## src/rtl/serial_rx_pkg.sv

```systemverilog
`timescale 1ns/1ps
package serial_rx_pkg;

  typedef enum logic [2:0] {
    ST_IDLE,
    ST_START,
    ST_DATA,
    ST_PAR,
    ST_STOP,
    ST_STOP2
  } rx_state_e;

  // error flag indices inside the sticky vector; status bit = index + 1
  localparam int ERR_FRAME  = 0;
  localparam int ERR_PARITY = 1;
  localparam int ERR_OVER   = 2;
  localparam int ERR_N      = 3;

  localparam logic ADDR_DATA = 1'b0;
  localparam logic ADDR_STAT = 1'b1;

endpackage

```

## src/rtl/rx_sync.sv

```systemverilog
`timescale 1ns/1ps
module rx_sync #(
  parameter int   STAGES  = 2,
  parameter logic RST_VAL = 1'b1
) (
  input  logic clk,
  input  logic rst,
  input  logic d,
  output logic q
);
  logic [STAGES-1:0] chain;

  generate
    for (genvar g = 0; g < STAGES; g++) begin : g_stage
      always_ff @(posedge clk) begin
        if (rst) chain[g] <= RST_VAL;
        else if (g == 0) chain[g] <= d;
        else chain[g] <= chain[(g == 0) ? 0 : g-1];
      end
    end
  endgenerate

  assign q = chain[STAGES-1];
endmodule

```

## src/rtl/rx_framer.sv

```systemverilog
`timescale 1ns/1ps
module rx_framer
  import serial_rx_pkg::*;
#(
  parameter int DATA_W  = 8,
  parameter int OS_RATE = 16
) (
  input  logic              clk,
  input  logic              rst,
  input  logic              tick,
  input  logic              rxd,
  input  logic              enable,
  input  logic              block,
  input  logic              two_stop,
  input  logic              par_en,
  input  logic              par_odd,
  output logic              done,
  output logic [DATA_W-1:0] dout,
  output logic              fer_o,
  output logic              per_o
);
  localparam int CNT_W = $clog2(OS_RATE);
  localparam int IDX_W = (DATA_W > 1) ? $clog2(DATA_W) : 1;
  localparam logic [CNT_W-1:0] MID  = CNT_W'(OS_RATE/2 - 1);
  localparam logic [CNT_W-1:0] LAST = CNT_W'(OS_RATE - 1);
  localparam logic [IDX_W-1:0] TOP  = IDX_W'(DATA_W - 1);

  rx_state_e         state;
  logic [CNT_W-1:0]  cnt;
  logic [IDX_W-1:0]  idx;
  logic [DATA_W-1:0] shreg;
  logic              par_acc;
  logic              par_bad;
  logic              prev;

  always_ff @(posedge clk) begin
    if (rst) begin
      state <= ST_IDLE; cnt <= '0; idx <= '0; shreg <= '0;
      par_acc <= 1'b0; par_bad <= 1'b0; prev <= 1'b1;
      done <= 1'b0; dout <= '0; fer_o <= 1'b0; per_o <= 1'b0;
    end else begin
      done <= 1'b0;
      if (tick) prev <= rxd;
      if (!enable) begin
        state <= ST_IDLE;
        cnt   <= '0;
      end else if (tick) begin
        if (state != ST_IDLE) cnt <= cnt + 1'b1;
        unique case (state)
          ST_IDLE: begin
            cnt <= '0;
            if (prev && !rxd && !block) state <= ST_START;
          end
          ST_START: if (cnt == MID) begin
            cnt     <= '0;
            idx     <= '0;
            par_acc <= 1'b0;
            par_bad <= 1'b0;
            state   <= rxd ? ST_IDLE : ST_DATA;
          end
          ST_DATA: if (cnt == LAST) begin
            shreg   <= {rxd, shreg[DATA_W-1:1]};
            par_acc <= par_acc ^ rxd;
            if (idx == TOP) state <= par_en ? ST_PAR : ST_STOP;
            else idx <= idx + 1'b1;
          end
          ST_PAR: if (cnt == LAST) begin
            par_bad <= ((par_acc ^ rxd) != par_odd);
            state   <= ST_STOP;
          end
          ST_STOP: if (cnt == LAST) begin
            done  <= 1'b1;
            dout  <= shreg;
            fer_o <= !rxd;
            per_o <= par_en && par_bad;
            state <= two_stop ? ST_STOP2 : ST_IDLE;
          end
          ST_STOP2: if (cnt == LAST) state <= ST_IDLE;
          default: state <= ST_IDLE;
        endcase
      end
    end
  end

  AST_DONE_PULSE: assert property (@(posedge clk) disable iff (rst) done |=> !done) else $error("done longer than one cycle");
  AST_NO_START_BLOCKED: assert property (@(posedge clk) disable iff (rst) (state == ST_IDLE && block) |=> state == ST_IDLE) else $error("start while error pending");
  AST_DISABLED_IDLE: assert property (@(posedge clk) disable iff (rst) !enable |=> (state == ST_IDLE && !done)) else $error("active while disabled");
endmodule

```

## src/rtl/rx_status_regs.sv

```systemverilog
`timescale 1ns/1ps
module rx_status_regs
  import serial_rx_pkg::*;
#(
  parameter int DATA_W = 8
) (
  input  logic              clk,
  input  logic              rst,
  input  logic              done,
  input  logic [DATA_W-1:0] din,
  input  logic              fer_in,
  input  logic              per_in,
  input  logic              rd_en,
  input  logic              wr_en,
  input  logic              addr,
  input  logic [DATA_W-1:0] wr_data,
  output logic [DATA_W-1:0] rd_data,
  output logic              ready_o,
  output logic [ERR_N-1:0]  err_o
);
  localparam int STAT_W = ERR_N + 1;

  logic [DATA_W-1:0] data_q;
  logic              ready_q;
  logic [ERR_N-1:0]  err_q;
  logic [ERR_N-1:0]  arm_q;
  logic [ERR_N-1:0]  err_set;
  logic              bad_char;
  logic              rd_stat, wr_stat, rd_data_reg;
  logic [STAT_W-1:0] stat_vec;
  logic              unused_wbits;

  assign bad_char    = fer_in || per_in;
  assign rd_stat     = rd_en && (addr == ADDR_STAT);
  assign wr_stat     = wr_en && (addr == ADDR_STAT);
  assign rd_data_reg = rd_en && (addr == ADDR_DATA);
  assign stat_vec    = {err_q, ready_q};
  assign unused_wbits = ^{wr_data[DATA_W-1:STAT_W], wr_data[0]};

  always_comb begin
    err_set             = '0;
    err_set[ERR_FRAME]  = done && fer_in;
    err_set[ERR_PARITY] = done && per_in;
    err_set[ERR_OVER]   = done && !bad_char && ready_q;
  end

  always_ff @(posedge clk) begin
    if (rst) begin
      data_q  <= '0;
      ready_q <= 1'b0;
      rd_data <= '0;
    end else begin
      if (rd_en) rd_data <= (addr == ADDR_STAT) ? DATA_W'(stat_vec) : data_q;
      if (rd_data_reg) ready_q <= 1'b0;
      if (done && (bad_char || !ready_q)) data_q <= din;
      if (done && !bad_char && !ready_q) ready_q <= 1'b1;
    end
  end

  generate
    for (genvar i = 0; i < ERR_N; i++) begin : g_flag
      always_ff @(posedge clk) begin
        if (rst) begin
          err_q[i] <= 1'b0;
          arm_q[i] <= 1'b0;
        end else begin
          if (rd_stat && err_q[i]) arm_q[i] <= 1'b1;
          if (wr_stat && arm_q[i] && !wr_data[i+1]) begin
            err_q[i] <= 1'b0;
            arm_q[i] <= 1'b0;
          end
          if (err_set[i]) err_q[i] <= 1'b1;
        end
      end
    end
  endgenerate

  assign ready_o = ready_q;
  assign err_o   = err_q;

  AST_ERR_NO_READY: assert property (@(posedge clk) disable iff (rst) (done && bad_char && !ready_q) |=> !ready_q) else $error("ready set by bad char");
  AST_OVR_HOLD: assert property (@(posedge clk) disable iff (rst) (done && !bad_char && ready_q) |=> (data_q == $past(data_q) && err_q[ERR_OVER])) else $error("overrun lost data");
  AST_CLEAR_NEEDS_ARM: assert property (@(posedge clk) disable iff (rst) (wr_stat && !arm_q[ERR_FRAME] && err_q[ERR_FRAME]) |=> err_q[ERR_FRAME]) else $error("flag cleared unarmed");
  AST_ARM_HAS_FLAG: assert property (@(posedge clk) disable iff (rst) (arm_q & ~err_q) == '0) else $error("arm without flag");
endmodule

```

## src/rtl/serial_rx_status.sv

```systemverilog
`timescale 1ns/1ps
module serial_rx_status
  import serial_rx_pkg::*;
#(
  parameter int DATA_W      = 8,
  parameter int OS_RATE     = 16,
  parameter int SYNC_STAGES = 2
) (
  input  logic              clk,
  input  logic              rst,
  input  logic              os_tick,
  input  logic              rx_line,
  input  logic              rx_enable,
  input  logic              cfg_two_stop,
  input  logic              cfg_parity_en,
  input  logic              cfg_parity_odd,
  input  logic              host_rd,
  input  logic              host_wr,
  input  logic              host_addr,
  input  logic [DATA_W-1:0] host_wdata,
  output logic [DATA_W-1:0] host_rdata,
  output logic              flag_ready,
  output logic              flag_frame_err,
  output logic              flag_parity_err,
  output logic              flag_overrun
);
  logic              line_s;
  logic              chr_done, chr_fer, chr_per;
  logic [DATA_W-1:0] chr_data;
  logic [ERR_N-1:0]  err;

  rx_sync #(.STAGES(SYNC_STAGES), .RST_VAL(1'b1)) u_sync (
    .clk(clk), .rst(rst), .d(rx_line), .q(line_s)
  );

  rx_framer #(.DATA_W(DATA_W), .OS_RATE(OS_RATE)) u_framer (
    .clk(clk), .rst(rst), .tick(os_tick), .rxd(line_s), .enable(rx_enable),
    .block(err[ERR_FRAME] || err[ERR_PARITY]),
    .two_stop(cfg_two_stop), .par_en(cfg_parity_en), .par_odd(cfg_parity_odd),
    .done(chr_done), .dout(chr_data), .fer_o(chr_fer), .per_o(chr_per)
  );

  rx_status_regs #(.DATA_W(DATA_W)) u_regs (
    .clk(clk), .rst(rst), .done(chr_done), .din(chr_data),
    .fer_in(chr_fer), .per_in(chr_per),
    .rd_en(host_rd), .wr_en(host_wr), .addr(host_addr), .wr_data(host_wdata),
    .rd_data(host_rdata), .ready_o(flag_ready), .err_o(err)
  );

  assign flag_frame_err  = err[ERR_FRAME];
  assign flag_parity_err = err[ERR_PARITY];
  assign flag_overrun    = err[ERR_OVER];
endmodule

```

## config.mk

```make
export PLATFORM = sky130hd
export DESIGN_NAME = serial_rx_status
export DESIGN_NICKNAME = d
export VERILOG_FILES = /design/src/rtl/serial_rx_pkg.sv /design/src/rtl/rx_sync.sv /design/src/rtl/rx_framer.sv /design/src/rtl/rx_status_regs.sv /design/src/rtl/serial_rx_status.sv
export SDC_FILE = /design/constraint.sdc
export NUM_CORES = 1
export LEC_CHECK = 0
export ABC_CLOCK_PERIOD_IN_PS = 4300
export CORE_ASPECT_RATIO = 1.1
export CORE_MARGIN = 4
export CORE_UTILIZATION = 49
export CTS_CLUSTER_DIAMETER = 200
export CTS_CLUSTER_SIZE = 24
export DETAILED_ROUTE_END_ITERATION = 8
export GPL_ROUTABILITY_DRIVEN = 0
export PLACE_DENSITY_LB_ADDON = 0.2
export SETUP_SLACK_MARGIN = 0.3
export SLEW_MARGIN = 20
export SYNTH_ARGS = -nofsm -noshare
export SYNTH_HDL_FRONTEND = slang
export SYNTH_HIERARCHICAL = 1
export SYNTH_SLANG_ARGS = --single-unit
export TNS_END_PERCENT = 30
```

## constraint.sdc

```tcl
create_clock -name clk -period 4.3 [get_ports clk]
set_clock_uncertainty 0.05 [all_clocks]
set_input_delay 0.86 -clock clk [delete_from_list [all_inputs] [get_ports clk]]
set_output_delay 0.86 -clock clk [all_outputs]
set_load 0.01 [all_outputs]
```

Yosys cells after proc, flatten, opt, wreduce, memory -nomap -nowiden
Cells that the tools add are included.

storage, ports and cells
  input bits = 19
  output and inout bits = 12
  bits in registers = 57

operators by class
  add/sub/neg operators = 2
  equality and inequality tests = 17
  reductions and logical operators = 50
  bitwise logic cells = 5
  muxes and demuxes = 33

operator list
  kind                                                                      number
  3-bit 2-to-1 mux                                                          12
  1-bit logical AND                                                         21
  3-bit case mux with 6 select lines                                        1
  2-bit by 1-bit inequality test with 1-bit output (second input constant)  7
  1-bit 2-to-1 mux                                                          12
  2-bit nonzero test                                                        6
  5-bit AND reduction                                                       2
  3-bit equality test (second input constant)                               3
  4-bit 2-to-1 mux                                                          2
  8-bit 2-to-1 mux                                                          1
  4-bit case mux with 2 select lines                                        1
  4-bit AND reduction                                                       2
  8-bit AND reduction                                                       1
  2-bit OR reduction                                                        4
  1-bit zero test                                                           7
  3-bit by 2-bit equality test with 1-bit output (second input constant)    2
  3-bit case mux with 2 select lines                                        1
  6-bit AND reduction                                                       1
  4-bit by 1-bit adder with 4-bit output (second input constant)            1
  4-bit by 3-bit equality test with 1-bit output (second input constant)    1
  4-bit equality test (second input constant)                               1
  1-bit inverter                                                            4
  1-bit case mux with 2 select lines                                        2
  4-bit OR reduction                                                        1
  9 further kinds                                                           11

Depth between registers and ports, before layout
  word-level depth = 5
  depth in mapped cells = 7

Hierarchy
Netlist, hierarchy kept.

by module, submodules not included
  module            cells each  area an instance (um^2)  instances
  rx_framer         168         1,545.2                  1
  rx_status_regs    101         994.7                    1
  rx_sync           4           52.6                     1
  serial_rx_status  1           6.3                      1

Least setup slack after synthesis
Ideal clock, no wire load.

  kind = input port to flip-flop
  from = in os_tick
  to = reg u_framer.par_acc
  cell stages on the path = 6
  setup time = 71 ps
  slack = 2,265 ps
  arrival time = 1,915 ps
  required time = 4,179 ps
  path through = buf_4 and4b_1 nand3_2 buf_6 or3_1 a21oi_1

on the way
  word-level cells in the longest chain between the ends = 1

ends and longest elaborated chain
  item                                  RTL line                text
  from (decl)                           serial_rx_status.sv:11  input logic os_tick,
  5-bit AND reduction (no source line)  --
  to (signal assigned)                  rx_framer.sv:63         par_acc <= par_acc ^ rxd;
  to (decl)                             rx_framer.sv:32         logic par_acc;

No other way between the ends.
A chain may end at the register's enable or synchronous reset.

Final worst setup path
  from = in os_tick
  to = reg u_framer.idx[2]

on the way
  word-level cells in the longest chain between the ends = 1

ends and longest elaborated chain
  item                                  RTL line         text
  6-bit AND reduction (no source line)  --
  to (signal assigned)                  rx_framer.sv:65  else idx <= idx + 1'b1;
  to (decl)                             rx_framer.sv:30  logic [IDX_W-1:0] idx;

No other way between the ends.

==> metrics.csv <==
metric,value,unit
outcome,completed,
ant_nets,0,
dp.cells,339,
synth_flop_cell,dfxtp_1,
cts-root-buf,clkbuf_8,
finalSetupViolCount,0,
synth_cell_types,49,
seq_power_share,0.526,
yosys_warnings,6,
dieArea,6530,um^2
drive_gt1_frac,0.0814,
slew-limit-headroom,0.380,
peakVddDrop,0.180,mV
fin_crit,2650,ps
grt_pass1_wl,7850,um
synth_area_per_cell,9.48,um^2
end_kind,register,
drc,0,
mostFrequentLayoutCell,dfxtp_1,
cts_setup_buffers,0,
routed_wirelength,4570,um
rrSetupSlack,2240,ps
mostFrequentLayoutCells,"dfxtp_1 (57), mux2i_1 (31), nor2_1 (26), nand2b_1 (26), clkdlybuf4s50_1 (24)",
antenna_found_initial,0,
start_kind,input port,
clkSinkCount,57,
crit_type,in -> reg,
vias,1903,
cts_buffer_depth,2,
syn_area,2600,um^2
syn-instance-count,274,
worstMarginPinSlew,930,ps
intPower,0.790,mW
critPathRequiredTime,4500,ps
drv_cap,0,
htreeDepth,3,
p_leak,1.08,nW
synth_seq_area_share,0.439,
ys_ff_latch,57,
nets,314,
slowest_stage,clkdlybuf4s50_1,
hp-class,reg -> reg,
clkLatencyLatePin,330,ps
rsz0062_at_grt,false,
crit_chain,"clkdlybuf4s50_1, and4b_1, nand3_2, or3b_2, a21oi_1",
drv_slew,0,
first_iter_violations,108,
grt_pass1_vias,1777,
path_max_fanout,12,
holdWs,357,ps
grt_max_degree,61,
die_w,77.4,um
clock.fmax,0.378,GHz
finalHoldViolCount,0,
initial_core_util,0.513,
io_buffer_count,25,
dp_hpwl,3010,um
finalNonFillerCells,353,
routed_via_density,5.39,
grtUsageTotal,0.148,
syn_nets,296,
cts_resized,0,
power,1.02,mW
p_sw,0.226,mW
power.density,342,nW/um^2
cp_data_arrival_time,2850,ps
io_pins,31,
drt_pass1_iterations,4,
clockPowerShare,0.422,
synth_edf_count,0,
area_delta_synth_final,14.3,%
die_y,84.4,um
antennaDiodeCount,0,
swShare,0.222,
cts_made_buffers,9,
clk_pin_slew_worst_paths,60,ps
async_flop_share,0,
wl_per_cell,12.9,um
num_rows,27,
cpPeakStageDelay,670,ps
gr-total-overflow,0,
holdBufCountCts,0,
period_share,0.616,
combPwrFrac,0.052,
core_area,5070,um^2
setup_tns,0,ps
cts_tree,built,
-- synthesized netlist by cell type, types with 3 or more instances --
| library cell | instances | area (um^2) |
|---|---|---|
| a211o_1 | 3 | 26.3 |
| a211oi_1 | 4 | 30.0 |
| a21oi_1 | 15 | 75.1 |
| a31oi_1 | 5 | 31.3 |
| buf_2 | 3 | 15.0 |
| buf_6 | 5 | 56.3 |
| clkbuf_1 | 8 | 30.0 |
| dfxtp_1 | 57 | 1140 |
| ha_1 | 3 | 37.5 |
| inv_1 | 7 | 26.3 |
| mux2i_1 | 31 | 310 |
| nand2_1 | 13 | 48.8 |
| nand2b_1 | 26 | 163 |
| nand3_1 | 6 | 30.0 |
| nand3b_1 | 4 | 30.0 |
| nor2_1 | 26 | 97.6 |
| nor2b_1 | 8 | 50.1 |
| nor3b_1 | 3 | 22.5 |
| o21ai_0 | 3 | 15.0 |
| or2_1 | 3 | 18.8 |
| or3_1 | 3 | 18.8 |
-- cell type report --
cell class / count / area (um^2)
well taps: 58 / 72.6
fillers: 486 / 2100
inverters: 7 / 26.3
multi-input cells: 192 / 1320
repair buffers: 25 / 245
flip-flops and latches: 57 / 1140
clock buffers: 11 / 151
clock inverters: 3 / 17.5
-- worst max-delay path: cells and delay by family --
family / cells / cell delay (ps)
AOI/OAI and AO/OA: 1 / 140
and+or+nand+nor: 3 / 1180
buffers and inverters: 1 / 670
-- cell families (layout without fill, tap and decap cells) --
logic type,count (synthesis),count (layout),share of synthesized area
AND/OR/NAND/NOR,109,109,0.234
flip-flops,57,57,0.439
AO/OA/AOI/OAI,45,45,0.124
multiplexers,31,31,0.119
buffers and inverters,25,46,0.0549
XOR/XNOR,4,4,0.0135
adder cells (fa/ha/maj),3,3,0.0144
-- routing by layer --
layer	global-route usage	vias up	wire (um)
li1	-	991	-
met1	0.177	870	2260
met2	0.236	36	2040
met3	0.0536	6	216
met4	0.0728	0	55
met5	0	-	0
-- stage by stage --
step | utilization | setup WS [ps] | instance area [um^2]
floorplan | - | 2260 | 2600
global placement | 0.553 | 1320 | 2800
detailed placement | 0.553 | 1320 | 2800
CTS | 0.586 | 1670 | 2970
global route | 0.586 | 1570 | 2970
finish | 0.586 | 1650 | 2970
-- path summary, 6_finish.rpt --
kind	from	end	depth (start not counted)
worst max register to register	u_framer/cnt[0]	u_framer/idx[2]	5
worst min register to register	u_sync/chain[0]	u_sync/q	1
worst min-delay path	u_sync/chain[0]	u_sync/q	1
worst max-delay path	os_tick	u_framer/idx[2]	5
-- power groups by stage --
stage / registers (mW) / logic, mW / clock network, mW
floorplan: 0.546 / 0.0337 / 0
global placement: 0.546 / 0.0527 / 0
detailed placement: 0.546 / 0.0529 / 0
CTS: 0.535 / 0.0531 / 0.448
global route: 0.535 / 0.0577 / 0.468
finish: 0.535 / 0.0527 / 0.428
(Power assumes the default switching activity.)
